`src/rtl/usb_ls_rx_pkg.sv`:
```
package usb_ls_rx_pkg;

  // Line state as {dp, dm}
  typedef enum logic [1:0] {
    LN_SE0 = 2'b00,
    LN_J   = 2'b01,
    LN_K   = 2'b10,
    LN_SE1 = 2'b11
  } line_t;

  typedef enum logic [1:0] {
    ST_HUNT  = 2'd0,
    ST_SYNC  = 2'd1,
    ST_DATA  = 2'd2,
    ST_DRAIN = 2'd3
  } rx_state_t;

endpackage

```
`src/rtl/usb_ls_rx_linesync.sv`:
```
module usb_ls_rx_linesync
  import usb_ls_rx_pkg::*;
#(
  parameter int STAGES = 2
) (
  input  logic  clk,
  input  logic  rst_n,
  input  logic  dp_i,
  input  logic  dm_i,
  output line_t line_now,
  output line_t line_prev
);

  // STAGES synchroniser pairs plus one pair of history for edge detection
  localparam int W = 2 * (STAGES + 1);

  logic [W-1:0] chain_q;
  logic [W-1:0] chain_d;

  always_comb begin
    chain_d = {chain_q[W-3:0], dp_i, dm_i};
  end

  always_ff @(posedge clk or negedge rst_n) begin
    if (!rst_n) begin
      chain_q <= {(STAGES + 1){2'b01}};
    end else begin
      chain_q <= chain_d;
    end
  end

  assign line_now  = line_t'(chain_q[W-3:W-4]);
  assign line_prev = line_t'(chain_q[W-1:W-2]);

endmodule

```
`src/rtl/usb_ls_rx_bitclk.sv`:
```
module usb_ls_rx_bitclk #(
  parameter int CLKS_PER_BIT = 8
) (
  input  logic clk,
  input  logic rst_n,
  input  logic realign,
  output logic strobe
);

  localparam int PW = $clog2(CLKS_PER_BIT);
  localparam logic [PW-1:0] LAST   = PW'(CLKS_PER_BIT - 1);
  localparam logic [PW-1:0] CENTRE = PW'(CLKS_PER_BIT / 2);

  logic [PW-1:0] phase_q;
  logic [PW-1:0] phase_d;

  always_comb begin
    if (realign) begin
      phase_d = PW'(1);
    end else if (phase_q == LAST) begin
      phase_d = '0;
    end else begin
      phase_d = phase_q + PW'(1);
    end
  end

  always_ff @(posedge clk or negedge rst_n) begin
    if (!rst_n) begin
      phase_q <= '0;
    end else begin
      phase_q <= phase_d;
    end
  end

  assign strobe = (phase_q == CENTRE);

endmodule

```
`src/rtl/usb_ls_rx_nrzi.sv`:
```
module usb_ls_rx_nrzi
  import usb_ls_rx_pkg::*;
#(
  parameter int STUFF_RUN = 6
) (
  input  logic  clk,
  input  logic  rst_n,
  input  logic  restart,
  input  logic  step,
  input  line_t sample,
  output logic  bit_ok,
  output logic  bit_val
);

  localparam int RW = $clog2(STUFF_RUN + 1);
  localparam logic [RW-1:0] RUN_MAX = RW'(STUFF_RUN);

  line_t         level_q, level_d;
  logic [RW-1:0] ones_q, ones_d;
  logic          stuffed;

  assign stuffed = (ones_q == RUN_MAX);
  assign bit_val = (sample == level_q);
  assign bit_ok  = step && !stuffed;

  always_comb begin
    level_d = level_q;
    ones_d  = ones_q;
    if (restart) begin
      level_d = LN_K;
      ones_d  = RW'(1);
    end else if (step) begin
      level_d = sample;
      if (stuffed || !bit_val) begin
        ones_d = '0;
      end else begin
        ones_d = ones_q + RW'(1);
      end
    end
  end

  always_ff @(posedge clk or negedge rst_n) begin
    if (!rst_n) begin
      level_q <= LN_K;
      ones_q  <= '0;
    end else begin
      level_q <= level_d;
      ones_q  <= ones_d;
    end
  end

endmodule

```
`src/rtl/usb_ls_rx.sv`:
```
module usb_ls_rx
  import usb_ls_rx_pkg::*;
#(
  parameter int CLKS_PER_BIT = 8,
  parameter int BUF_BYTES    = 8,
  parameter int SYNC_STAGES  = 2,
  parameter int STUFF_RUN    = 6,
  localparam int CW          = $clog2(BUF_BYTES + 1)
) (
  input  logic          clk,
  input  logic          rst_n,
  input  logic          dp_i,
  input  logic          dm_i,
  output logic          byte_valid_o,
  output logic [7:0]    byte_o,
  output logic          pkt_end_o,
  output logic [CW-1:0] byte_count_o,
  output logic          overflow_o,
  output logic          sync_timeout_o
);

  localparam logic [CW-1:0] CAP = CW'(BUF_BYTES);

  line_t line_now, line_prev;
  logic  line_edge;
  logic  strobe;
  logic  nrzi_restart, nrzi_step, bit_ok, bit_val;
  logic  not_data_level;

  rx_state_t     state_q, state_d;
  logic          sawk_q, sawk_d;
  logic [2:0]    bitpos_q, bitpos_d;
  logic [7:0]    shift_q, shift_d;
  logic [CW-1:0] count_q, count_d;
  logic [7:0]    assembled;

  logic          valid_q, valid_d;
  logic [7:0]    byte_q, byte_d;
  logic          end_q, end_d;
  logic [CW-1:0] total_q, total_d;
  logic          ovf_q, ovf_d;
  logic          tmo_q, tmo_d;

  usb_ls_rx_linesync #(.STAGES(SYNC_STAGES)) u_sync (
    .clk       (clk),
    .rst_n     (rst_n),
    .dp_i      (dp_i),
    .dm_i      (dm_i),
    .line_now  (line_now),
    .line_prev (line_prev)
  );

  assign line_edge = (line_now != line_prev);

  usb_ls_rx_bitclk #(.CLKS_PER_BIT(CLKS_PER_BIT)) u_bitclk (
    .clk     (clk),
    .rst_n   (rst_n),
    .realign (line_edge),
    .strobe  (strobe)
  );

  usb_ls_rx_nrzi #(.STUFF_RUN(STUFF_RUN)) u_nrzi (
    .clk     (clk),
    .rst_n   (rst_n),
    .restart (nrzi_restart),
    .step    (nrzi_step),
    .sample  (line_now),
    .bit_ok  (bit_ok),
    .bit_val (bit_val)
  );

  assign not_data_level = (line_now == LN_SE0) || (line_now == LN_SE1);
  assign assembled      = {bit_val, shift_q[7:1]};

  always_comb begin
    state_d      = state_q;
    sawk_d       = sawk_q;
    bitpos_d     = bitpos_q;
    shift_d      = shift_q;
    count_d      = count_q;
    valid_d      = 1'b0;
    byte_d       = byte_q;
    end_d        = 1'b0;
    total_d      = total_q;
    ovf_d        = 1'b0;
    tmo_d        = 1'b0;
    nrzi_restart = 1'b0;
    nrzi_step    = 1'b0;

    unique case (state_q)
      ST_HUNT: begin
        if (line_prev == LN_J && line_now == LN_K) begin
          state_d = ST_SYNC;
          sawk_d  = 1'b0;
        end
      end

      ST_SYNC: begin
        if (strobe) begin
          if (line_now == LN_K) begin
            if (sawk_q) begin
              state_d      = ST_DATA;
              nrzi_restart = 1'b1;
              bitpos_d     = '0;
              shift_d      = '0;
              count_d      = '0;
            end else begin
              sawk_d = 1'b1;
            end
          end else if (line_now == LN_J && sawk_q) begin
            sawk_d = 1'b0;
          end else begin
            tmo_d   = 1'b1;
            state_d = ST_HUNT;
          end
        end
      end

      ST_DATA: begin
        if (strobe) begin
          if (not_data_level && bitpos_q != 3'd0) begin
            end_d   = 1'b1;
            total_d = count_q;
            state_d = ST_HUNT;
          end else begin
            nrzi_step = 1'b1;
            if (bit_ok) begin
              shift_d  = assembled;
              bitpos_d = bitpos_q + 3'd1;
              if (bitpos_q == 3'd7) begin
                if (count_q == CAP) begin
                  ovf_d   = 1'b1;
                  state_d = ST_DRAIN;
                end else begin
                  valid_d = 1'b1;
                  byte_d  = assembled;
                  count_d = count_q + CW'(1);
                end
              end
            end
          end
        end
      end

      ST_DRAIN: begin
        if (line_now == LN_SE0) begin
          state_d = ST_HUNT;
        end
      end

      default: state_d = ST_HUNT;
    endcase
  end

  always_ff @(posedge clk or negedge rst_n) begin
    if (!rst_n) begin
      state_q  <= ST_HUNT;
      sawk_q   <= 1'b0;
      bitpos_q <= '0;
      shift_q  <= '0;
      count_q  <= '0;
      valid_q  <= 1'b0;
      byte_q   <= '0;
      end_q    <= 1'b0;
      total_q  <= '0;
      ovf_q    <= 1'b0;
      tmo_q    <= 1'b0;
    end else begin
      state_q  <= state_d;
      sawk_q   <= sawk_d;
      bitpos_q <= bitpos_d;
      shift_q  <= shift_d;
      count_q  <= count_d;
      valid_q  <= valid_d;
      byte_q   <= byte_d;
      end_q    <= end_d;
      total_q  <= total_d;
      ovf_q    <= ovf_d;
      tmo_q    <= tmo_d;
    end
  end

  assign byte_valid_o   = valid_q;
  assign byte_o         = byte_q;
  assign pkt_end_o      = end_q;
  assign byte_count_o   = total_q;
  assign overflow_o     = ovf_q;
  assign sync_timeout_o = tmo_q;

endmodule

```
`config.mk`:
```
export PLATFORM = sky130hd
export DESIGN_NAME = usb_ls_rx
export DESIGN_NICKNAME = d
export VERILOG_FILES = /design/src/rtl/usb_ls_rx_pkg.sv /design/src/rtl/usb_ls_rx_linesync.sv /design/src/rtl/usb_ls_rx_bitclk.sv /design/src/rtl/usb_ls_rx_nrzi.sv /design/src/rtl/usb_ls_rx.sv
export SDC_FILE = /design/constraint.sdc
export NUM_CORES = 1
export LEC_CHECK = 0
export BUFFER_PORTS_ARGS = -buffer_cell sky130_fd_sc_hd__buf_4
export CELL_PAD_IN_SITES_DETAIL_PLACEMENT = 1
export CELL_PAD_IN_SITES_GLOBAL_PLACEMENT = 1
export CORE_ASPECT_RATIO = 1.75
export CORE_MARGIN = 5
export CORE_UTILIZATION = 42
export DETAILED_ROUTE_END_ITERATION = 7
export PLACE_DENSITY = 0.76
export REMOVE_ABC_BUFFERS = 1
export SLEW_MARGIN = 10
export SYNTH_ARGS = -nofsm -noshare
export SYNTH_HDL_FRONTEND = slang
export SYNTH_SLANG_ARGS = --single-unit
```
`constraint.sdc`:
```
create_clock -name clk -period 2.1 [get_ports clk]
set_input_delay 0.42 -clock clk [delete_from_list [all_inputs] [get_ports clk]]
set_output_delay 0.42 -clock clk [all_outputs]
set_load 0.01 [all_outputs]
```
### Yosys cells after proc, flatten, opt, wreduce, memory -nomap -nowiden

Index checks and enable logic that the tools add are counted.

* add/sub/neg operators: 4
* reductions and logical operators: 20
* multiplexer cells: 73
* bitwise logic cells: 2
* eq/ne operators: 30

Operators with widths (count)
* $mux 8: 6
* $mux 3: 11
* $mux 4: 8
* $mux 1: 30
* $mux 2: 13
* $ne 2x2->1 const B: 10
* $ne 3x3->1 const B: 6
* $reduce_and 9->1: 2
* $pmux 8 s2: 1
* $eq 3x3->1 const B: 4
* $add 3x1->3 const B: 3
* $eq 2x2->1 const B: 4
* $pmux 2 s4: 1
* $pmux 4 s2: 1
* $reduce_and 7->1: 1
* $eq 2x1->1 const B: 3
* $pmux 3 s2: 1
* $reduce_and 6->1: 1
* $reduce_bool 2->1: 3
* $add 4x1->4 const B: 1
* $eq 4x4->1 const B: 1
* $logic_and 1x1->1: 4
* $logic_not 2->1: 2
* $reduce_and 4->1: 1
* 8 further kinds: 11

* output and inout port bits: 16
* flip-flop bits (word level): 48
* input bits: 4

### Depth between registers and ports, before layout

Gate-level depths: netlist of the first run.

* depth in word-level cells: 11
* depth in mapped cells: 9
* gate-level depth less buffers: 6

### Cells and area by module

Synthesis of the first run repeated with hierarchy kept, for this count alone.

* cells, all modules: 181
* area total of the unflattened synthesis: 2215.9 sq um

By module, submodules not included
* usb_ls_rx: cells each 131, area an instance 1595.3 sq um, times used 1, seq. area each 825.8 sq um
* usb_ls_rx_nrzi: cells each 28, area an instance 296.5 sq um, times used 1, seq. area each 126.4 sq um
* usb_ls_rx_linesync: cells each 10, area an instance 183.9 sq um, times used 1, seq. area each 153.9 sq um
* usb_ls_rx_bitclk: cells each 12, area an instance 140.1 sq um, times used 1, seq. area each 75.1 sq um

### Least setup slack after synthesis of the first run

Ideal clock, no wire load.

* kind: register to register
* from: reg u_sync.chain_q[2]
* to: reg byte_q[1] (netlist: byte_o[1])
* required time: 1975 ps
* period minus slack after synthesis: 2032 ps
* path slack: 68 ps
* arrival time: 1907 ps
* stages on the path, launching flop included: 8
* path through: dfstp_2 -> inv_1 -> ha_1 -> o2111a_1 -> buf_6 -> and2_4 -> buf_12 -> mux2_4

* word-level cells in the longest chain between the ends: 8
* elaborated cells on any way between the ends: 10
* classes of those cells: eq/ne (1); mux (3); bitwise (1); reduce/logical (5)

Ends and longest elaborated chain
* start, declared: line usb_ls_rx_linesync.sv:17 `logic [W-1:0] chain_q;`
* start signal, assigned: line usb_ls_rx_linesync.sv:26 `chain_q <= {(STAGES + 1){2'b01}};`
* start signal, assigned: line usb_ls_rx_linesync.sv:28 `chain_q <= chain_d;`
* $eq 2x2->1 / $logic_not 2->1 (equally long branches): line usb_ls_rx.sv:72 `assign not_data_level = (line_now == LN_SE0) || (line_now == LN_SE1);`
* $logic_or 1x1->1 *: line usb_ls_rx.sv:72
* $logic_and 1x1->1 *: line usb_ls_rx.sv:121 `if (not_data_level && bitpos_q != 3'd0) begin`
* $mux 1: line usb_ls_rx.sv:121
* $mux 1: line usb_ls_rx.sv:120 `if (strobe) begin`
* $mux 1: line usb_ls_rx.sv:90 `unique case (state_q)`
* $logic_and 1x1->1: line usb_ls_rx_nrzi.sv:24 `assign bit_ok = step && !stuffed;`
* $reduce_and 6->1 (no line) *
* end signal, assigned: line usb_ls_rx.sv:175 `byte_q <= byte_d;`
* end, declared: line usb_ls_rx.sv:38 `logic [7:0] byte_q, byte_d;`

Mark *: on every way between the ends. The rest lies on a longest branch, timed or not.
A chain may end at the register's enable or synchronous reset.

### Worst setup path in the final report of the first run

* from: reg u_sync.chain_q[2]
* to: reg total_q[0] (netlist: byte_count_o[0])

* word-level cells in the longest chain between the ends: 4
* elaborated cells on any way between the ends: 5
* classes of those cells: eq/ne (1); reduce/logical (4)

Ends and longest elaborated chain
* $eq 2x2->1 / $logic_not 2->1 (equally long branches): line usb_ls_rx.sv:72
* $logic_or 1x1->1 *: line usb_ls_rx.sv:72
* $logic_and 1x1->1 *: line usb_ls_rx.sv:121
* $reduce_and 3->1 (no line) *
* end signal, assigned: line usb_ls_rx.sv:177 `total_q <= total_d;`
* end, declared: line usb_ls_rx.sv:40 `logic [CW-1:0] total_q, total_d;`

Marks and branches as above.

==> results.sh, run 1 <==
export IMPL_outcome="completed"
export IMPL_synthFlopType="dfrtp_1"
export IMPL_cp_required_ns=2.29
export IMPL_ys_async_sr_fraction_pct=100
export IMPL_core_area_um2=5260
export IMPL_reg2reg_slack_ns=0.15
export IMPL_fin_setup_tns_ns=0
export IMPL_rsz0062_at_grt="no"
export IMPL_numPortBuffers=19
export IMPL_clk_insertion_delay_late_ns=0.30
export IMPL_setup_worst_path_end_class="flop"
export IMPL_tightestPinTransition_ns=0.576
export IMPL_drtIter0Drc=31
export IMPL_area_growth_syn_to_layout_pct=13.4
export IMPL_yosys_area_top_type="dfrtp_1"
export IMPL_ys_seq_area_share_pct=52.1
export IMPL_postCtsSetupBuffers=0
export IMPL_clkSlewWorstSetupHoldPaths_ns=0.08
export IMPL_drtAntennaViolNets=0
export IMPL_cts_max_level=2
export IMPL_wl_mm=4.51
export IMPL_vias_per_cell=5.54
export IMPL_p_leak_uw=0.00127
export IMPL_yosysUniqueCellTypes=49
export IMPL_io_pin_count=20
export IMPL_grt_pass1_vias=1741
export IMPL_cap_violations=0
export IMPL_fin_crit_ns=1.95
export IMPL_pwr_share_clk_pct=36.9
export IMPL_hold_viol=0
export IMPL_comb_power_share_pct=7.0
export IMPL_crit_end="byte_count_o[0]"
export IMPL_drt_wirelength_per_cell_um=16.0
export IMPL_pre_cts_slack_ns=0.0719
export IMPL_cts_hold_buffers=0
export IMPL_num_rows=35
export IMPL_tritoncts="done"
export IMPL_hp_class="in -> async"
export IMPL_grt_max_degree=48
export IMPL_power_internal_uw=1330
export IMPL_synthTopCellsByArea="dfrtp_1 (47%), ha_1 (7.2%), dfstp_2 (4.6%), mux2_4 (4.6%), nand2_1 (4.5%)"
export IMPL_max_freq_ghz=0.513
export IMPL_synth_cells=201
export IMPL_initial_core_util_pct=43.1
export IMPL_relSlewSlack_pct=61.6
export IMPL_cts_buffers=5
export IMPL_setup_violations=0
export IMPL_total_power_uw=1730
export IMPL_ys_ff_latch=47
export IMPL_antenna_found_initial=0
export IMPL_firstDrtPassIters=4
export IMPL_cts_resized_gates=0
export IMPL_p_per_area_nw_per_um2=672
export IMPL_post_route_period_util_pct=92.8
export IMPL_dp_hpwl_mm=3.31
export IMPL_r2r_start="u_sync.chain_q[2]"
export IMPL_setup_ws_ns=0.152
export IMPL_grt_pass1_wl_mm=8.09
export IMPL_finalNetCount=243
export IMPL_num_antenna_cells=0
export IMPL_yosysWarnings=0
export IMPL_synth_top_area_share_pct=47.5
export IMPL_place_congestion=0.730
export IMPL_clock_path_buffers=2
export IMPL_die_y_um=107
export IMPL_overflow=0
export IMPL_max_vdd_ir_drop_v=0.000355
export IMPL_crit_type="reg -> reg"
export IMPL_syn_cell_area_um2=2270
export IMPL_p_seq_share_pct=56.2
export IMPL_synth_edf_count=0
export IMPL_drv_slew=0
export IMPL_die_area_um2=7030
export IMPL_worstPathArrival_ns=2.14
export IMPL_swShare_pct=23.0
export IMPL_track_usage_pct=14.8
export IMPL_r2r_cells=5
export IMPL_clock_sinks=47
export IMPL_route_detailed_drc=0
export IMPL_layout_drive_gt1_share_pct=25.7
export IMPL_r2r_end="byte_count_o[0]"
export IMPL_vias=1556
export IMPL_final_setup_skew_ns=0.00368
export IMPL_critPathMaxFanout=6
export IMPL_cts_root_buffer="clkbuf_8"
export IMPL_p_sw_uw=397
export IMPL_avgSynthCellArea_um2=11.3
export IMPL_die_w_um=65.5
export IMPL_critPathLaunchType="flop"
export IMPL_cp_startpoint="u_sync.chain_q[2]"
routing by layer:
layer  global-route usage [%]  up-vias  share of wire (%)
li1                         -      743                  -
met1                     16.8      784                 41
met2                     26.7       21                 55
met3                     3.14        8                2.8
met4                     5.19        0                1.9
met5                        0        -                  0
cells by family after synthesis:
family | synth area share (%)
xor gates and xnor gates | 1.55
DFF | 52.1
adders and majority gates | 7.17
buffers and inverters | 5.35
muxes | 7.12
and+or+nand+nor | 16.1
AOI/OAI and AO/OA | 10.6
layout make-up:
class,count,area (um2)
multi-input cells,132,967
repair buffers,27,203
well taps,55,68.8
fillers,581,2680
clock inverters,1,30.0
flip-flops and latches,47,1180
inverters,13,48.8
clock buffers,6,72.6
cell usage after synthesis, types with 2 or more instances:
library cell and instances:
ha_1 13, a31o_2 2, inv_1 13, a31oi_1 2
mux2_2 3, dfstp_2 4, mux2_4 7, nor2_1 7
and2_4 2, o211ai_1 2, nand2_1 27, a21oi_1 5
nand4_1 2, nand3_1 12, o31ai_1 2, buf_6 2
xor2_1 4, nand2b_1 3, mux2_1 2, dfrtp_1 43
o21ai_0 11, or3b_2 2, a22o_1 2, buf_2 3
clkbuf_1 2
sequential cells by signal (all words and copies together) (netlist names), 2 cells and up:
register and flops:
byte_o 8, shift_q 7, u_sync.chain_q 6, byte_count_o 4
count_q 4, bitpos_q 3, u_bitclk.phase_q 3, u_nrzi.ones_q 3
state_q 2, u_nrzi.level_q 2
cells in the final DEF (no fill, tap or decap), types with 3 or more instances in the layout:
master / count
dfrtp_1: 43
nand2_1: 27
buf_4: 27
inv_1: 13
nand3_1: 12
ha_1: 12
o21ai_0: 11
nor2_1: 7
mux2_4: 7
a21oi_1: 5
clkbuf_8: 5
xor2_1: 4
dfstp_2: 4
nand2b_1: 3
mux2_2: 3
worst min path at each step:
stage | from | to | slack (ns)
finish | rst_n | u_bitclk.phase_q[1] | 0.12
global route | rst_n | u_sync.chain_q[3] | 0.17
CTS | rst_n | overflow_o | 0.15
detailed placement | u_sync.chain_q[1] | u_sync.chain_q[3] | 0.34
global placement | u_sync.chain_q[1] | u_sync.chain_q[3] | 0.34
floorplan | rst_n | bitpos_q[0] | 0.12
through the flow:
step / cells / cell area (um2) / util [%] / hold WS (ns)
after CTS: 281 / 2570 / 48.9 / 0.149
after detailed placement: 274 / 2470 / 46.9 / 0.340
after global routing: 281 / 2570 / 48.9 / 0.171
after floorplan: 192 / 2190 / - / 0.124
final: 281 / 2570 / 48.9 / 0.119
after global placement: 274 / 2470 / 46.9 / 0.335
power groups by stage:
| stage | clock, uW | combinational [uW] | sequential, uW |
|---|---|---|---|
| after floorplan | 0 | 73.9 | 979 |
| after global placement | 0 | 120 | 988 |
| after detailed placement | 0 | 124 | 988 |
| after CTS | 661 | 124 | 971 |
| after global routing | 693 | 141 | 975 |
| final | 637 | 120 | 971 |
critical path: stages (launching register included):
cell and delay (ns):
dfstp_2 0.53, inv_1 0.05, ha_2 0.31, or2_1 0.29, nor3_4 0.28, mux2_2 0.37
Power figures use the tool's default switching activity.
==> run 2: changes to the inputs <==
- CELL_PAD_IN_SITES_GLOBAL_PLACEMENT: 1 -> 2
- CORE_UTILIZATION: 42 -> 35
==> run 2 against run 1 <==
Worst setup slack lost 0.024 ns. Global-route usage fell by 2.1 points. Highest routed layer unchanged. Power down 2.5%. Combinational power barely moved. Sequential share of layout area down 0.86 points. Clock power shrank 6.9%. Flip-flop and latch count stayed put. Hold slack got worse by 0.014 ns.
==> results.sh, run 2 (synthesis results as in run 1) <==
export IMPL_final_common_cell="dfrtp_1"
export IMPL_cap_violations=0
export IMPL_cts_hold_buffers=0
export IMPL_p_per_area_nw_per_um2=643
export IMPL_cts_resized_gates=0
export IMPL_route_detailed_drc=0
export IMPL_dp_hpwl_mm=3.38
export IMPL_crit_type="reg -> reg"
export IMPL_die_y_um=116
export IMPL_drv_slew=0
export IMPL_final_setup_skew_ns=0.00574
export IMPL_area_growth_syn_to_layout_pct=15.6
export IMPL_setup_violations=0
export IMPL_clock_sinks=47
export IMPL_overflow=0
export IMPL_cts_max_level=2
export IMPL_num_rows=38
export IMPL_die_area_um2=8250
export IMPL_r2r_cells=5
export IMPL_layout_drive_gt1_share_pct=26.5
export IMPL_clkSlewWorstSetupHoldPaths_ns=0.08
export IMPL_fin_crit_ns=1.97
export IMPL_firstDrtPassIters=4
export IMPL_critPathMaxFanout=5
export IMPL_reg2reg_slack_ns=0.13
export IMPL_initial_core_util_pct=36.1
export IMPL_vias_per_cell=4.98
export IMPL_core_area_um2=6280
export IMPL_track_usage_pct=12.7
export IMPL_clock_path_buffers=2
export IMPL_numPortBuffers=19
export IMPL_r2r_start="u_sync.chain_q[2]"
export IMPL_p_leak_uw=0.00129
export IMPL_hold_slack_ns=0.105
export IMPL_hp_class="in -> async"
export IMPL_vias=1543
export IMPL_r2r_end="byte_count_o[0]"
export IMPL_hold_viol=0
export IMPL_place_congestion=0.791
export IMPL_fin_area_um2=2620
export IMPL_rsz0062_at_grt="no"
export IMPL_max_vdd_ir_drop_v=0.000464
export IMPL_io_pin_count=20
export IMPL_drtAntennaViolNets=0
export IMPL_post_route_period_util_pct=93.9
export IMPL_grt_pass1_vias=1750
export IMPL_drt_wirelength_per_cell_um=15.0
export IMPL_antenna_found_initial=0
export IMPL_relSlewSlack_pct=60.6
export IMPL_cp_required_ns=2.29
export IMPL_max_freq_ghz=0.507
export IMPL_critPathLaunchType="flop"
export IMPL_die_w_um=70.8
export IMPL_grt_max_degree=48
export IMPL_tightestPinTransition_ns=0.591
export IMPL_num_antenna_cells=0
export IMPL_cts_buffers=5
export IMPL_worstPathArrival_ns=2.16
export IMPL_outcome="completed"
export IMPL_mostFrequentLayoutCells="dfrtp_1 (43), buf_4 (30), nand2_1 (27), inv_1 (13), ha_1 (13)"
export IMPL_grt_pass1_wl_mm=8.16
export IMPL_postCtsSetupBuffers=0
export IMPL_finalNetCount=246
export IMPL_tritoncts="done"
export IMPL_cts_root_buffer="clkbuf_8"
export IMPL_placed_cell_area_um2=2520
export IMPL_wl_mm=4.64
export IMPL_setup_worst_path_end_class="flop"
export IMPL_clk_insertion_delay_late_ns=0.30
export IMPL_drtIter0Drc=53
export IMPL_largest_reg_flops=8
[run 2: worst max-delay path, stage by stage (launching register included)]
cell,delay (ns)
dfstp_2,0.53
inv_1,0.05
ha_1,0.32
or2_1,0.29
nor3_4,0.30
mux2_2,0.36
[run 2: layout make-up]
| type | count | area, um2 |
|---|---|---|
| multi-input combinational | 132 | 965 |
| inverter | 13 | 48.8 |
| timing repair buffer | 30 | 225 |
| fill | 723 | 3660 |
| sequential | 47 | 1180 |
| clock buffer | 8 | 100 |
| tap | 80 | 100 |
[run 2: per-layer routing]
metal / routed length (um) / global-route usage, %
met4: 150 / 7.03
met5: 0 / 0
met3: 98 / 2.24
met2: 2490 / 24.1
met1: 1900 / 12.9
[run 2: power breakdown]
group          switching (uW)  internal, uW  leakage (uW)  total, uW
logic                    68.1          53.6      0.000610        122
clock network             292           301     0.0000515        593
registers                41.3           930      0.000628        971
[run 2: worst max path at each step]
stage | start | end | slack (ns) | cells past startpoint
floorplan | u_sync.chain_q[2] | byte_o[0] | -0.12 | 5
global placement | u_sync.chain_q[2] | byte_count_o[0] | 0.13 | 5
detailed placement | u_sync.chain_q[2] | byte_count_o[0] | 0.12 | 5
CTS | u_sync.chain_q[2] | byte_count_o[0] | 0.1 | 5
global route | bitpos_q[0] | byte_o[0] | 0.04 | 6
finish | u_sync.chain_q[2] | byte_count_o[0] | 0.13 | 5
[run 2: through the flow]
| stage | setup TNS, ns | instances | util [%] | power, uW | setup slack [ns] |
|---|---|---|---|---|---|
| after floorplan | -0.703 | 192 | - | 1050 | -0.118 |
| after global placement | 0 | 302 | 40.2 | 1110 | 0.133 |
| after detailed placement | 0 | 302 | 40.2 | 1110 | 0.119 |
| after CTS | 0 | 310 | 41.7 | 1720 | 0.0986 |
| after global routing | 0 | 310 | 41.7 | 1760 | 0.0375 |
| final | 0 | 310 | 41.7 | 1690 | 0.128 |
